### config.mk
export PLATFORM = sky130hd
export DESIGN_NAME = prescaled_timer
export DESIGN_NICKNAME = d
export VERILOG_FILES = /design/src/rtl/timer_pkg.sv /design/src/rtl/timer_cfg.sv /design/src/rtl/timer_prescaler.sv /design/src/rtl/timer_core.sv /design/src/rtl/prescaled_timer.sv
export SDC_FILE = /design/constraint.sdc
export NUM_CORES = 1
export LEC_CHECK = 0
export ABC_CLOCK_PERIOD_IN_PS = 3900
export BUFFER_PORTS_ARGS = -buffer_cell sky130_fd_sc_hd__buf_2
export CAP_MARGIN = 40
export CORE_UTILIZATION = 55
export DETAILED_ROUTE_END_ITERATION = 12
export PLACE_DENSITY = 0.76
export SLEW_MARGIN = 40
export SYNTH_ARGS = -nofsm -noshare
export SYNTH_HDL_FRONTEND = slang
export SYNTH_HIERARCHICAL = 1
export SYNTH_SLANG_ARGS = --single-unit
### constraint.sdc
create_clock -name clk_i -period 3.9 [get_ports clk_i]
set_clock_uncertainty 0.05 [all_clocks]
set_input_delay 0.195 -clock clk_i [delete_from_list [all_inputs] [get_ports clk_i]]
set_output_delay 0.195 -clock clk_i [all_outputs]
set_load 0.01 [all_outputs]
### src/rtl/timer_pkg.sv
package timer_pkg;
  localparam int CNT_W   = 32;
  localparam int VEC_W   = 8;
  localparam int SHIFT_W = 3;
  localparam int DIV_W   = 4;

  localparam int ENT_PERIODIC_BIT = 17;
  localparam int ENT_MASK_BIT     = 16;

  typedef struct packed {
    logic             periodic;
    logic             mask;
    logic [VEC_W-1:0] vector;
  } entry_t;

  localparam entry_t ENTRY_RESET = '{periodic: 1'b0, mask: 1'b1, vector: '0};

  // divide code: bits {3,1,0} form v, shift = v + 1 (mod 8)
  function automatic logic [SHIFT_W-1:0] div_to_shift(input logic [DIV_W-1:0] code);
    logic [SHIFT_W-1:0] v;
    v = {code[3], code[1:0]};
    return v + SHIFT_W'(1);
  endfunction
endpackage

### src/rtl/timer_cfg.sv
module timer_cfg
  import timer_pkg::*;
#(
  parameter int DATA_W = 32
) (
  input  logic              clk_i,
  input  logic              rst_ni,
  input  logic              wr_div_i,
  input  logic              wr_entry_i,
  input  logic [DATA_W-1:0] wdata_i,
  output logic [SHIFT_W-1:0] shift_o,
  output entry_t            entry_o
);
  localparam logic [DIV_W-1:0] DIV_KEEP = 4'b1011;

  logic [DIV_W-1:0] div_q;
  entry_t           entry_q;

  always_ff @(posedge clk_i or negedge rst_ni) begin
    if (!rst_ni) begin
      div_q   <= '0;
      entry_q <= ENTRY_RESET;
    end else begin
      if (wr_div_i)   div_q <= wdata_i[DIV_W-1:0] & DIV_KEEP;
      if (wr_entry_i) begin
        entry_q.periodic <= wdata_i[ENT_PERIODIC_BIT];
        entry_q.mask     <= wdata_i[ENT_MASK_BIT];
        entry_q.vector   <= wdata_i[VEC_W-1:0];
      end
    end
  end

  assign shift_o = div_to_shift(div_q);
  assign entry_o = entry_q;

  assert_entry_wr_R9: assert property (@(posedge clk_i) disable iff (!rst_ni)
    wr_entry_i |=> (entry_o.mask == $past(wdata_i[ENT_MASK_BIT])));
endmodule

### src/rtl/timer_prescaler.sv
module timer_prescaler #(
  parameter int SHIFT_W = 3
) (
  input  logic               clk_i,
  input  logic               rst_ni,
  input  logic [SHIFT_W-1:0] shift_i,
  output logic               tick_o
);
  localparam int PRE_W = (1 << SHIFT_W) - 1;

  logic [PRE_W-1:0] pre_q;
  logic [PRE_W-1:0] sel_w;

  always_ff @(posedge clk_i or negedge rst_ni) begin
    if (!rst_ni) pre_q <= '0;
    else         pre_q <= pre_q + PRE_W'(1);
  end

  for (genvar i = 0; i < PRE_W; i++) begin : g_sel
    assign sel_w[i] = (SHIFT_W'(i) < shift_i);
  end

  // tick when the selected low bits of the free-running counter are all ones
  assign tick_o = &(pre_q | ~sel_w);

  assert_spacing_R2: assert property (@(posedge clk_i) disable iff (!rst_ni)
    (tick_o && shift_i != '0) |=> (!tick_o || shift_i != $past(shift_i)));
endmodule

### src/rtl/timer_core.sv
module timer_core
  import timer_pkg::*;
(
  input  logic             clk_i,
  input  logic             rst_ni,
  input  logic             tick_i,
  input  logic             load_i,
  input  logic [CNT_W-1:0] load_val_i,
  input  entry_t           entry_i,
  output logic [CNT_W-1:0] count_o,
  output logic             irq_o,
  output logic [VEC_W-1:0] irq_vector_o
);
  logic [CNT_W-1:0] count_q, reload_q;
  logic             armed_q, irq_q;
  logic [VEC_W-1:0] vec_q;
  logic             at_zero, expire;

  assign at_zero = (count_q == '0);
  assign expire  = tick_i && !load_i && at_zero && (entry_i.periodic || armed_q);

  always_ff @(posedge clk_i or negedge rst_ni) begin
    if (!rst_ni) begin
      count_q  <= '0;
      reload_q <= '0;
      armed_q  <= 1'b0;
    end else if (load_i) begin
      count_q  <= load_val_i;
      reload_q <= load_val_i;
      armed_q  <= (load_val_i != '0);
    end else if (tick_i) begin
      if (!at_zero)              count_q <= count_q - CNT_W'(1);
      else if (entry_i.periodic) count_q <= reload_q;
      else                       armed_q <= 1'b0;
    end
  end

  always_ff @(posedge clk_i or negedge rst_ni) begin
    if (!rst_ni) begin
      irq_q <= 1'b0;
      vec_q <= '0;
    end else begin
      irq_q <= expire && !entry_i.mask;
      if (expire) vec_q <= entry_i.vector;
    end
  end

  assign count_o      = count_q;
  assign irq_o        = irq_q;
  assign irq_vector_o = vec_q;

  assert_load_R3: assert property (@(posedge clk_i) disable iff (!rst_ni)
    load_i |=> (count_q == $past(load_val_i)));
  assert_step_R4: assert property (@(posedge clk_i) disable iff (!rst_ni)
    (tick_i && !load_i && !at_zero) |=> (count_q == $past(count_q) - CNT_W'(1)));
  assert_hold_R4: assert property (@(posedge clk_i) disable iff (!rst_ni)
    (!tick_i && !load_i) |=> $stable(count_q));
  assert_oneshot_stay_R4: assert property (@(posedge clk_i) disable iff (!rst_ni)
    (tick_i && !load_i && at_zero && !entry_i.periodic) |=> (count_q == '0 && !armed_q));
endmodule

### src/rtl/prescaled_timer.sv
module prescaled_timer
  import timer_pkg::*;
#(
  parameter int DATA_W = 32
) (
  input  logic              clk_i,
  input  logic              rst_ni,
  input  logic              wr_count_i,
  input  logic              wr_div_i,
  input  logic              wr_entry_i,
  input  logic [DATA_W-1:0] wdata_i,
  output logic [CNT_W-1:0]  count_o,
  output logic              irq_o,
  output logic [VEC_W-1:0]  irq_vector_o
);
  logic [SHIFT_W-1:0] shift_w;
  entry_t             entry_w;
  logic               tick_w;

  timer_cfg #(.DATA_W(DATA_W)) i_cfg (
    .clk_i, .rst_ni, .wr_div_i, .wr_entry_i, .wdata_i,
    .shift_o(shift_w), .entry_o(entry_w)
  );

  timer_prescaler #(.SHIFT_W(SHIFT_W)) i_pre (
    .clk_i, .rst_ni, .shift_i(shift_w), .tick_o(tick_w)
  );

  timer_core i_core (
    .clk_i, .rst_ni,
    .tick_i(tick_w), .load_i(wr_count_i), .load_val_i(wdata_i[CNT_W-1:0]),
    .entry_i(entry_w),
    .count_o, .irq_o, .irq_vector_o
  );

  assert_mask_R6: assert property (@(posedge clk_i) disable iff (!rst_ni)
    irq_o |-> !$past(entry_w.mask));
  assert_vector_R7: assert property (@(posedge clk_i) disable iff (!rst_ni)
    irq_o |-> (irq_vector_o == $past(entry_w.vector)));
endmodule

### Word level (Yosys, flattened, before mapping)

Cells that the tools add are included.

* word-level logic and storage cells: 46
* output and inout port bits: 41
* register bits: 94
* bits of input ports: 37

* reductions and logical operators: 14
* equality and inequality tests: 2
* $lt $le $gt $ge: 7
* mux-type cells: 8
* add/subtract/negate cells: 3
* bitwise gates (word level): 2

Operator list (number)
* $mux W32: 4
* $logic_not A32 Y1: 1
* $reduce_bool A32 Y1: 1
* $sub A32 B1 Y32 const B: 1
* $lt A3 B3 Y1 const A: 3
* $add A7 B1 Y7 const B: 1
* $not A7 Y7: 1
* $or A7 B7 Y7: 1
* $reduce_and A7 Y1: 1
* $lt A1 B3 Y1 const A: 2
* $lt A2 B3 Y1 const A: 2
* $logic_and A1 B1 Y1: 4
* $mux W1: 4
* $reduce_bool A2 Y1: 2
* $add A3 B1 Y3 const B: 1
* $ne A3 B3 Y1 const B: 1
* $reduce_and A3 Y1: 1
* $logic_not A1 Y1: 2
* $ne A2 B2 Y1 const B: 1
* $reduce_and A2 Y1: 1
* $logic_or A1 B1 Y1: 1

### Depth between registers and ports, before layout

Gate-level depths: netlist (run 1).

* depth in word-level cells: 9
* depth in mapped cells: 11
* depth with buffers taken out: 10

### Hierarchy

Netlist (run 1), hierarchy kept.

By module, submodules not included
* timer_core: area an instance 4106.4 um2, instances 1, sequential area each 1851.8 um2, cells an instance 448
* timer_cfg: area an instance 546.8 um2, instances 1, sequential area each 326.6 um2, cells an instance 30
* timer_prescaler: area an instance 314.1 um2, instances 1, sequential area each 175.2 um2, cells an instance 27

### Worst setup path before layout (run 1)

No wires, ideal clock.

* path type: reg2reg
* start point: reg i_cfg.div_q[0]
* end point: reg i_core.count_q[30], in the netlist i_core/count_o[30]
* slack: 1.013 ns
* stages on the path, launching flop included: 12
* data arrival time: 2.751 ns
* path buffers: 1
* period minus slack after synthesis: 2.887 ns
* required time: 3.763 ns
* setup time: 0.087 ns
* cells stage by stage: dfrtp_1 > ha_1 > inv_1 > o21ai_0 > a221o_1 > a222oi_1 > inv_1 > nor2_1 > and3_1 > clkbuf_1 > a22oi_1 > o211ai_1

* longest elaborated chain between the ends: 7
* elaborated cells on any way between the ends: 13
* those cells by class: add/sub (1); order compare (7); bitwise (2); reduce/logical (3)

Ends and longest elaborated chain
* start: declaration: RTL line timer_cfg.sv:16 `logic [DIV_W-1:0] div_q;`
* start signal: assignment: RTL line timer_cfg.sv:24 `if (wr_div_i) div_q <= wdata_i[DIV_W-1:0] & DIV_KEEP;`
* $add A3 B1 Y3 (*): RTL line timer_pkg.sv:22 `return v + SHIFT_W'(1);`
* named net shift_w[1]: RTL line prescaled_timer.sv:16 `logic [SHIFT_W-1:0] shift_w;`
* $lt A1 B3 Y1, or another cell as far along: RTL line timer_prescaler.sv:20 `assign sel_w[i] = (SHIFT_W'(i) < shift_i);`
* $not A7 Y7 (*): RTL line timer_prescaler.sv:24 `assign tick_o = &(pre_q | ~sel_w);`
* $or A7 B7 Y7 (*): RTL line timer_prescaler.sv:24
* $reduce_and A7 Y1 (*): RTL line timer_prescaler.sv:24
* named net tick_w: RTL line prescaled_timer.sv:18 `logic tick_w;`
* $reduce_bool A2 Y1 (no line) (*)
* $reduce_and A2 Y1 (no line) (*)
* end signal: assignment: RTL line timer_core.sv:28 `count_q <= load_val_i;`
* end signal: assignment: RTL line timer_core.sv:32 `if (!at_zero) count_q <= count_q - CNT_W'(1);`
* end signal: assignment: RTL line timer_core.sv:33 `else if (entry_i.periodic) count_q <= reload_q;`
* end: declaration: RTL line timer_core.sv:14 `logic [CNT_W-1:0] count_q, reload_q;`

Mark *: on every way through the listed nets, which the timed path passes. The rest lies on a longest branch.
A chain may end at the register's enable or synchronous reset.

### Worst setup path in the final report (run 1)

* start point: reg i_core.count_q[6], in the netlist i_core/count_o[6]
* end point: reg i_core.vec_q[0], in the netlist i_core/irq_vector_o[0]

* longest elaborated chain between the ends: 3

Ends and longest elaborated chain
* $logic_not A32 Y1: RTL line timer_core.sv:19 `assign at_zero = (count_q == '0);`
* $logic_and A1 B1 Y1 (2 in a row): RTL line timer_core.sv:20 `assign expire = tick_i && !load_i && at_zero && (entry_i.periodic || armed_q);`
* end signal: assignment: RTL line timer_core.sv:44 `if (expire) vec_q <= entry_i.vector;`
* end: declaration: RTL line timer_core.sv:16 `logic [VEC_W-1:0] vec_q;`

Every way passes these cells.

==> flow_summary.yaml, run 1 <==
outcome:
  status: "finished, final reports clean"
worst_setup_path:
  crit_type: "reg -> reg"
  cp.arrival_ns: 3.24
  crit_cells: 5
  critPathRequiredTime_ns: 4.11
  ff2ff_path_depth: 5
  cp_cell_sequence: "nor4_4 -> nand2_4 -> or4_1 -> nor3_4 -> mux2_2"
  cp_top_family: "simple AND/OR/NAND/NOR gates"
  crit_path_top_delay_cell: "or4_1"
  critPathLaunchType: "register"
  critPathMaxFanout: 10
  path_buf_inv: 0
  cpPeakStageDelay_ns: 0.76
  endpoint_kind: "register"
sta:
  fin_crit_sh: 0.7776
  hold_viol: 0
  setup_tns_ns: 0
  worstMarginPinSlew_ns: 0.7334
  setup_ws_ns: 0.8672
  setup_viol: 0
  final_max_slew_viol_count: 0
  final.min_clock_period_ns: 3.033
  max_freq_ghz: 0.3297
  relSlewSlack: 0.5111
  rsz0062_at_grt: "no"
drt:
  final_antenna_net_count: 0
  wl_per_cell_um: 20.18
  viasPerCell: 6.386
  drc: 0
  drt_iter0_markers: 286
  vias: 4445
  detail_route.first_pass.iterations: 6
  finalWirelength_mm: 14.04
global_routing:
  antenna_found_initial: 0
  met1_usage: 0.3982
  grt_pass1_wl_mm: 22.61
  first_global_vias: 4345
  use_met3: 0.05058
  grtUsageMet2: 0.5054
  grtUsageTotal: 0.3063
  grt_max_degree: 74
  grt_busiest_layer: "met2"
  grt-ovfl-total: 0
floorplan:
  start_util: 0.5696
  rows: 34
  die_area_um2: 9416
  coreArea_um2: 8721
  die_h_um: 97.04
  pin_count: 78
  die_w_um: 97.04
clocking:
  postCtsSetupRepairBufs: 0
  clk_path_buf_depth: 2
  cts.sinks: 94
  cts_hold_buf: 1
  cts-resized-gates: 0
  clkSlewWorstSetupHoldPaths_ns: 0.09
  clockRootBuffer: "clkbuf_8"
  htree_levels: 3
  cts_made_buffers: 9
  clk_latency_ns: 0.37
  cts_tree: "done"
yosys:
  ys_types: 59
  netlist_top_cells_count: "dfrtp_1 (93), nand2_1 (56), o21ai_0 (45), inv_1 (29), nor2_1 (28)"
  synthMostInstantiatedCell: "dfrtp_1"
  synth_edf_count: 0
  synth_fp_nets: 546
  syn_area_um2: 4967
  ys_seq_area_frac: 0.4738
  synthFlopType: "dfrtp_1"
  avgSynthCellArea_um2: 9.836
  netlist_instances: 505
  synth_top_area_share: 0.4685
  yosysTopAreaCell: "dfrtp_1"
  ys_warn_count: 6
  async_flop_share: 1.000
  synth.ff_latch_count: 94
  ys_top_cells_by_area: "dfrtp_1 (47%), mux2_2 (5.2%), o21ai_0 (4.5%)"
power:
  powerDensity_nw_per_um2: 422.3
  ir_worst_vdd_v: 0.0002335
  p_int_w: 0.001644
  clkPwrFrac: 0.294
  p_leak_nw: 2.552
  p_sw_w: 0.0007711
  swShare: 0.3193
  comb_power_share: 0.206
  power_frac_seq: 0.501
min_path:
  holdPathStages: 3
  hp-class: "in -> reg"
placement:
  dp_cells: 679
  dp_hpwl_mm: 9.859
  pre_cts_ws_ns: 0.9112
  gp_congestion: 0.8991
  port-buffer-count: 77
cells_and_area:
  finalNonFillerCells: 696
  fin_util: 0.6558
  diodes: 0
  synthToLayoutAreaGrowth_pct: 15.14
  drive_above_1_share: 0.2602
  nets: 624
job:
  max_cap_violations: 0
[logic make-up (layout without fill, tap and decap cells)]
logic type / after synthesis / in the layout / synth area share
multiplexers: 37 / 37 / 0.09043
flip-flops: 94 / 94 / 0.4738
buffers and inverters: 53 / 136 / 0.04232
AND/OR/NAND/NOR: 186 / 186 / 0.2040
AO/OA/AOI/OAI: 117 / 117 / 0.1547
adder cells (fa/ha/maj): 4 / 4 / 0.01008
XOR/XNOR: 14 / 14 / 0.02469
[worst reg2reg max path, cell delays in order, from the launching register on]
cell	delay [ns]
dfrtp_1	0.48
nor4_4	0.61
nand2_4	0.18
or4_1	0.77
nor3_4	0.46
mux2_2	0.39
[final cells by class]
cell class                      count  area (um^2)
Timing Repair Buffer               90        491.7
Tap cell                          108        135.1
Clock buffer                        9        123.9
Inverter                           30        112.6
Fill cell                         706         3002
Clock inverter                      7        98.84
Sequential cell                    94         2354
Multi-Input combinational cell    358         2404
[power groups by stage]
stage	Combinational, W	Clock, W	Sequential, W
5_1_grt	0.000544	0.000759	0.00122
3_5_place_dp	0.000489	0	0.00122
4_1_cts	0.000495	0.000725	0.00121
2_1_floorplan	0.000285	0	0.00121
3_3_place_gp	0.000481	0	0.00122
6_report	0.000496	0.000709	0.00121
[final timing paths]
path                                     endpoint  slack (ns)              start
max                        i_core/irq_vector_o[0]        0.87  i_core/count_o[6]
min                           i_core/reload_q[21]        0.03        wdata_i[21]
max reg2reg                i_core/irq_vector_o[0]        0.87  i_core/count_o[6]
min reg2reg                        i_pre/pre_q[6]        0.41     i_pre/pre_q[6]
max in group asynchronous        i_cfg/entry_o[8]        2.63             rst_ni
min in group asynchronous      i_core/count_o[21]        0.34             rst_ni
[metrics by stage]
| step | total power [W] | hold WS (ns) | area (um^2) |
|---|---|---|---|
| floorplan | 0.001494 | -0.1506 | 4967 |
| CTS | 0.002426 | 0.01495 | 5719 |
| global route | 0.002526 | 0.03063 | 5719 |
| global placement | 0.001696 | 0.3142 | 5483 |
| finish | 0.002415 | 0.02613 | 5719 |
| detailed placement | 0.001713 | 0.1925 | 5487 |
[metal layers]
layer	up-vias	share of wire	routed length, um
li1	2023	-	-
met1	2188	0.43	6069
met2	201	0.47	6668
met3	33	0.065	907
met4	0	0.028	399
met5	-	0	0
[placed cells by master (no fill, tap or decap), types with 3 or more instances in the layout]
cell / count
o311ai_0: 3
a31oi_1: 12
buf_4: 12
dfrtp_1: 93
nand4_1: 10
buf_2: 76
and3_1: 8
clkinv_4: 3
or4_1: 6
a32oi_1: 3
o41ai_1: 3
nor2_1: 28
nand3_1: 17
ha_1: 4
nor4_1: 19
mux2_4: 10
o21ai_0: 45
a221o_1: 8
o211ai_1: 9
xor2_1: 7
a21oi_1: 12
nand2_1: 56
mux2i_1: 4
clkbuf_8: 9
a211oi_1: 6
mux2_2: 23
or3_1: 4
and2_1: 3
xnor2_1: 7
nor4_2: 3
inv_1: 29
nor3_1: 14
[state kept, by name, summed over array words and instances (netlist names)]
| register | flops |
|---|---|
| i_cfg/div_q | 3 |
| i_cfg/entry_o | 10 |
| i_core/armed_q | 1 |
| i_core/count_o | 32 |
| i_core/irq_o | 1 |
| i_core/irq_vector_o | 8 |
| i_core/reload_q | 32 |
| i_pre/pre_q | 7 |
Note: power is estimated with default switching activity, not from simulation.
==> inputs of run 2 (changes only) <==
--- a/config.mk
+++ b/config.mk
@@ -5,7 +5,7 @@
 export SDC_FILE = /design/constraint.sdc
 export NUM_CORES = 1
 export LEC_CHECK = 0
-export ABC_CLOCK_PERIOD_IN_PS = 3900
+export ABC_CLOCK_PERIOD_IN_PS = 3100
 export BUFFER_PORTS_ARGS = -buffer_cell sky130_fd_sc_hd__buf_2
 export CAP_MARGIN = 40
 export CORE_UTILIZATION = 55
==> constraint.sdc (replaced) <==
create_clock -name clk_i -period 3.1 [get_ports clk_i]
set_clock_uncertainty 0.05 [all_clocks]
set_input_delay 0.155 -clock clk_i [delete_from_list [all_inputs] [get_ports clk_i]]
set_output_delay 0.155 -clock clk_i [all_outputs]
set_load 0.01 [all_outputs]
==> flow_summary.yaml, run 2 (synthesis results as in run 1) <==
drt:
  drc: 0
  top_layer: "met4"
  final_antenna_net_count: 0
  finalWirelength_mm: 13.97
  met2_length_mm: 6.633
  m1WireLength_mm: 5.546
  vias: 4608
  wl_per_cell_um: 19.32
  drt_iter0_markers: 407
  met3_wirelength_mm: 1.310
  detail_route.first_pass.iterations: 5
  viasPerCell: 6.373
worst_setup_path:
  critPathLaunchType: "register"
  critPathRequiredTime_ns: 3.31
  crit_path_top_delay_cell: "or4_1"
  endpoint_kind: "register"
  cpPeakStageDelay_ns: 0.77
  crit_type: "reg -> reg"
  cp_top_family: "simple AND/OR/NAND/NOR gates"
  critPathMaxFanout: 8
  path_buf_inv: 1
  cp.arrival_ns: 3.10
  cp_cell_sequence: "nor4_1 -> nand2_1 -> or4_1 -> nor3_4 -> buf_12 -> mux2_2"
cells_and_area:
  nets: 651
  fin_util: 0.6806
  final_common_cell: "dfrtp_1"
  diodes: 0
  drive_above_1_share: 0.2780
  n_fill_cell: 682
  synthToLayoutAreaGrowth_pct: 19.50
  seq_area_um2: 2354
  layout_common_cells: "dfrtp_1 (93), buf_2 (76), nand2_1 (56)"
  multi_input_comb_area_um2: 2404
sta:
  timing.hold.ws_ns: 0.005340
  relSlewSlack: 0.5097
  final.min_clock_period_ns: 2.893
  hold_viol: 0
  setup_ws_ns: 0.2074
  setup_viol: 0
  worstMarginPinSlew_ns: 0.7288
  rsz0062_at_grt: "no"
  final_max_slew_viol_count: 0
  fin_crit_sh: 0.9331
  max_freq_ghz: 0.3457
  setup_tns_ns: 0
power:
  powerDensity_nw_per_um2: 509.7
  p_leak_nw: 2.666
  ir_worst_vdd_v: 0.0002399
clocking:
  clk_path_buf_depth: 2
  clockRootBuffer: "clkbuf_8"
  clkSlewWorstSetupHoldPaths_ns: 0.10
  clk_latency_ns: 0.37
  cts_tree: "done"
  htree_levels: 3
  cts_made_buffers: 9
  cts-resized-gates: 0
  cts.sinks: 94
outcome:
  status: "finished, final reports clean"
placement:
  port-buffer-count: 77
  dp_hpwl_mm: 10.07
  gp_congestion: 0.9888
  pre_cts_ws_ns: 0.2217
floorplan:
  coreArea_um2: 8721
  die_h_um: 97.04
  rows: 34
  pin_count: 78
  die_area_um2: 9416
  start_util: 0.5696
  die_w_um: 97.04
global_routing:
  first_global_vias: 4460
  grt_max_degree: 52
  grt-ovfl-total: 0
  antenna_found_initial: 0
  grtUsageTotal: 0.3091
  grt_pass1_wl_mm: 23.03
job:
  max_cap_violations: 0
min_path:
  hp-class: "in -> reg"
-- run 2: changes by cell type in the layout (fill, tap and decap cells not counted), moves of 2 or more --
cell           previous run  this run
buf_4                    12        30
dlygate4sd3_1             1        10
clkinvlp_4                1         3
clkinv_4                  3         1
-- run 2: path summary, 6_finish.rpt --
check | startpoint | end | slack (ns) | cells after the start
worst min-delay path | wdata_i[26] | i_core/reload_q[26] | 0.005 | 2
worst max-delay path | i_core/count_o[22] | i_core/irq_vector_o[0] | 0.21 | 6
worst max register to register | i_core/count_o[22] | i_core/irq_vector_o[0] | 0.21 | 6
max in group asynchronous | rst_ni | i_cfg/entry_o[8] | 2.01 | 3
min in group asynchronous | rst_ni | i_core/count_o[20] | 0.20 | 2
worst min register to register | i_pre/pre_q[6] | i_pre/pre_q[6] | 0.41 | 1
-- run 2: per-stage QoR --
step / instances / area, um^2 / total power (W)
after global routing: 723 / 5936 / 0.003176
after floorplan: 505 / 4967 / 0.001879
after CTS: 721 / 5906 / 0.003031
final: 723 / 5936 / 0.003026
after global placement: 696 / 5610 / 0.002165
after detailed placement: 696 / 5610 / 0.002187
-- run 2: layer usage --
metal,vias to the layer above,global-route usage
met1,2217,0.4054
met4,0,0.1251
met5,-,0
met3,45,0.07225
li1,2075,-
met2,271,0.4957
-- run 2: where the power goes --
part           total, W  internal [W]  switching (W)
combinational  0.000687      0.000295       0.000392
sequential      0.00150       0.00135       0.000153
clock          0.000836      0.000382       0.000454
-- run 2: repair_timing --
| item | CTS | global route |
|---|---|---|
| endpoints found under the setup margin | 0 | 8 |
| hold endpoints to repair | 38 | 1 |
| setup buffers | 0 | 1 |
| hold buffers | 9 | 1 |
-- run 2: cell type report --
class | instances | area share
clock inverters | 7 | 0.01370
repair buffers | 117 | 0.1223
multi-input cells | 358 | 0.4049
inverters | 30 | 0.01897
well taps | 108 | 0.02277
clock buffers | 9 | 0.02087
flip-flops and latches | 94 | 0.3965
==> inputs of run 3 (changes only) <==
--- a/config.mk
+++ b/config.mk
@@ -5,9 +5,8 @@
 export SDC_FILE = /design/constraint.sdc
 export NUM_CORES = 1
 export LEC_CHECK = 0
-export ABC_CLOCK_PERIOD_IN_PS = 3100
+export ABC_CLOCK_PERIOD_IN_PS = 3650
 export BUFFER_PORTS_ARGS = -buffer_cell sky130_fd_sc_hd__buf_2
-export CAP_MARGIN = 40
 export CORE_UTILIZATION = 55
 export DETAILED_ROUTE_END_ITERATION = 12
 export PLACE_DENSITY = 0.76
==> constraint.sdc (replaced) <==
create_clock -name clk_i -period 3.65 [get_ports clk_i]
set_clock_uncertainty 0.05 [all_clocks]
set_input_delay 0.1825 -clock clk_i [delete_from_list [all_inputs] [get_ports clk_i]]
set_output_delay 0.1825 -clock clk_i [all_outputs]
set_load 0.01 [all_outputs]
==> flow_summary.yaml, run 3 (synthesis results as in run 1) <==
cells_and_area:
  nets: 628
  n_fill_cell: 742
  final_common_cell: "dfrtp_1"
  drive_above_1_share: 0.2652
  finalNonFillerCells: 700
  layout_common_cells: "dfrtp_1 (93), buf_2 (76), nand2_1 (56)"
  design_area_um2: 5718
  synthToLayoutAreaGrowth_pct: 15.11
  diodes: 0
drt:
  vias: 4455
  drt_iter0_markers: 359
  final_antenna_net_count: 0
  viasPerCell: 6.364
  wl_per_cell_um: 20.08
  detail_route.first_pass.iterations: 5
  drc: 0
  finalWirelength_mm: 14.06
worst_setup_path:
  r2r_slack_ns: 0.63
  ff2ff_path_depth: 7
  crit_type: "reg -> reg"
  cp.arrival_ns: 3.26
  critPathRequiredTime_ns: 3.90
  critPathMaxFanout: 15
  r2r-start: "i_core/count_o[26]"
  critPathLaunchType: "register"
  r2r-end: "i_core/count_o[6]"
  cp-startpoint: "i_core/count_o[26]"
  critPathCapture: "i_core/count_o[6]"
  endpoint_kind: "register"
floorplan:
  start_util: 0.5696
  pin_count: 78
  die_area_um2: 9416
  die_w_um: 97.04
  coreArea_um2: 8721
  die_h_um: 97.04
  rows: 34
clocking:
  cts.sinks: 94
  cts_made_buffers: 9
  cts_tree: "done"
  htree_levels: 3
  cts_hold_buf: 1
  postCtsSetupRepairBufs: 0
  clk_path_buf_depth: 2
  clockRootBuffer: "clkbuf_8"
  clk_latency_ns: 0.36
  cts-resized-gates: 0
  clkSlewWorstSetupHoldPaths_ns: 0.10
global_routing:
  grtUsageTotal: 0.3090
  grt-ovfl-total: 0
  first_global_vias: 4488
  antenna_found_initial: 0
  grt_pass1_wl_mm: 22.90
  grt_max_degree: 80
power:
  ir_worst_vdd_v: 0.0002556
  p_leak_nw: 2.559
  powerDensity_nw_per_um2: 437.4
sta:
  final_max_slew_viol_count: 0
  final.min_clock_period_ns: 3.015
  setup_ws_ns: 0.6349
  rsz0062_at_grt: "no"
  hold_viol: 0
  setup_tns_ns: 0
  max_freq_ghz: 0.3317
  worstMarginPinSlew_ns: 0.7318
  fin_crit_sh: 0.8261
  relSlewSlack: 0.5076
  setup_viol: 0
placement:
  dp_cells: 683
  dpl_cell_area_um2: 5517
  dp_hpwl_mm: 9.939
  gp_congestion: 0.9013
  pre_cts_ws_ns: 0.7392
  port-buffer-count: 77
outcome:
  status: "finished, final reports clean"
job:
  max_cap_violations: 0
min_path:
  hp-class: "in -> reg"
## run 3: worst min path at each step
stage | start | cells past startpoint | end | slack (ns)
finish | wdata_i[21] | 3 | i_core/reload_q[21] | 0.01
global route | wdata_i[19] | 2 | i_core/reload_q[19] | 0.02
CTS | wdata_i[23] | 3 | i_core/reload_q[23] | 0.01
detailed placement | rst_ni | 1 | i_core/reload_q[21] | 0.23
global placement | rst_ni | 1 | i_core/reload_q[21] | 0.35
floorplan | rst_ni | 0 | i_cfg/div_q[0] | -0.16
## run 3: per-layer routing
metal | track usage | share of wire
met1 | 0.4015 | 0.42
met2 | 0.5103 | 0.49
met3 | 0.04913 | 0.064
met4 | 0.1378 | 0.029
met5 | 0 | 0
## run 3: cell type report
type | count | area (um^2) | area share
multi-input combinational | 358 | 2404 | 0.4204
sequential | 94 | 2354 | 0.4116
timing repair buffer | 94 | 521.8 | 0.09125
tap | 108 | 135.1 | 0.02363
clock buffer | 9 | 123.9 | 0.02166
inverter | 30 | 112.6 | 0.01969
clock inverter | 7 | 67.56 | 0.01182
## run 3: through the flow
step	util	hold slack (ns)	total power, W
CTS	0.6557	0.01021	0.002513
finish	0.6557	0.01032	0.002501
global placement	0.6321	0.3510	0.001819
floorplan	-	-0.1631	0.001596
detailed placement	0.6326	0.2269	0.001838
global route	0.6557	0.01664	0.002625
## run 3: where the power goes
part           total [W]  switching [W]  leakage, nW  internal [W]
combinational   0.000544       0.000315         1.33      0.000229
sequential       0.00128       0.000138         1.14       0.00115
clock           0.000673       0.000408       0.0954      0.000266
total            0.00250       0.000861         2.56       0.00164
## run 3: critical path, cell delays in order (launching register included)
cell and delay, ns:
dfrtp_1 0.45, nor4_2 0.54, nand4_1 0.33, o41ai_1 0.54
and2_1 0.64, buf_4 0.26, nand2_1 0.05, nand3_1 0.09
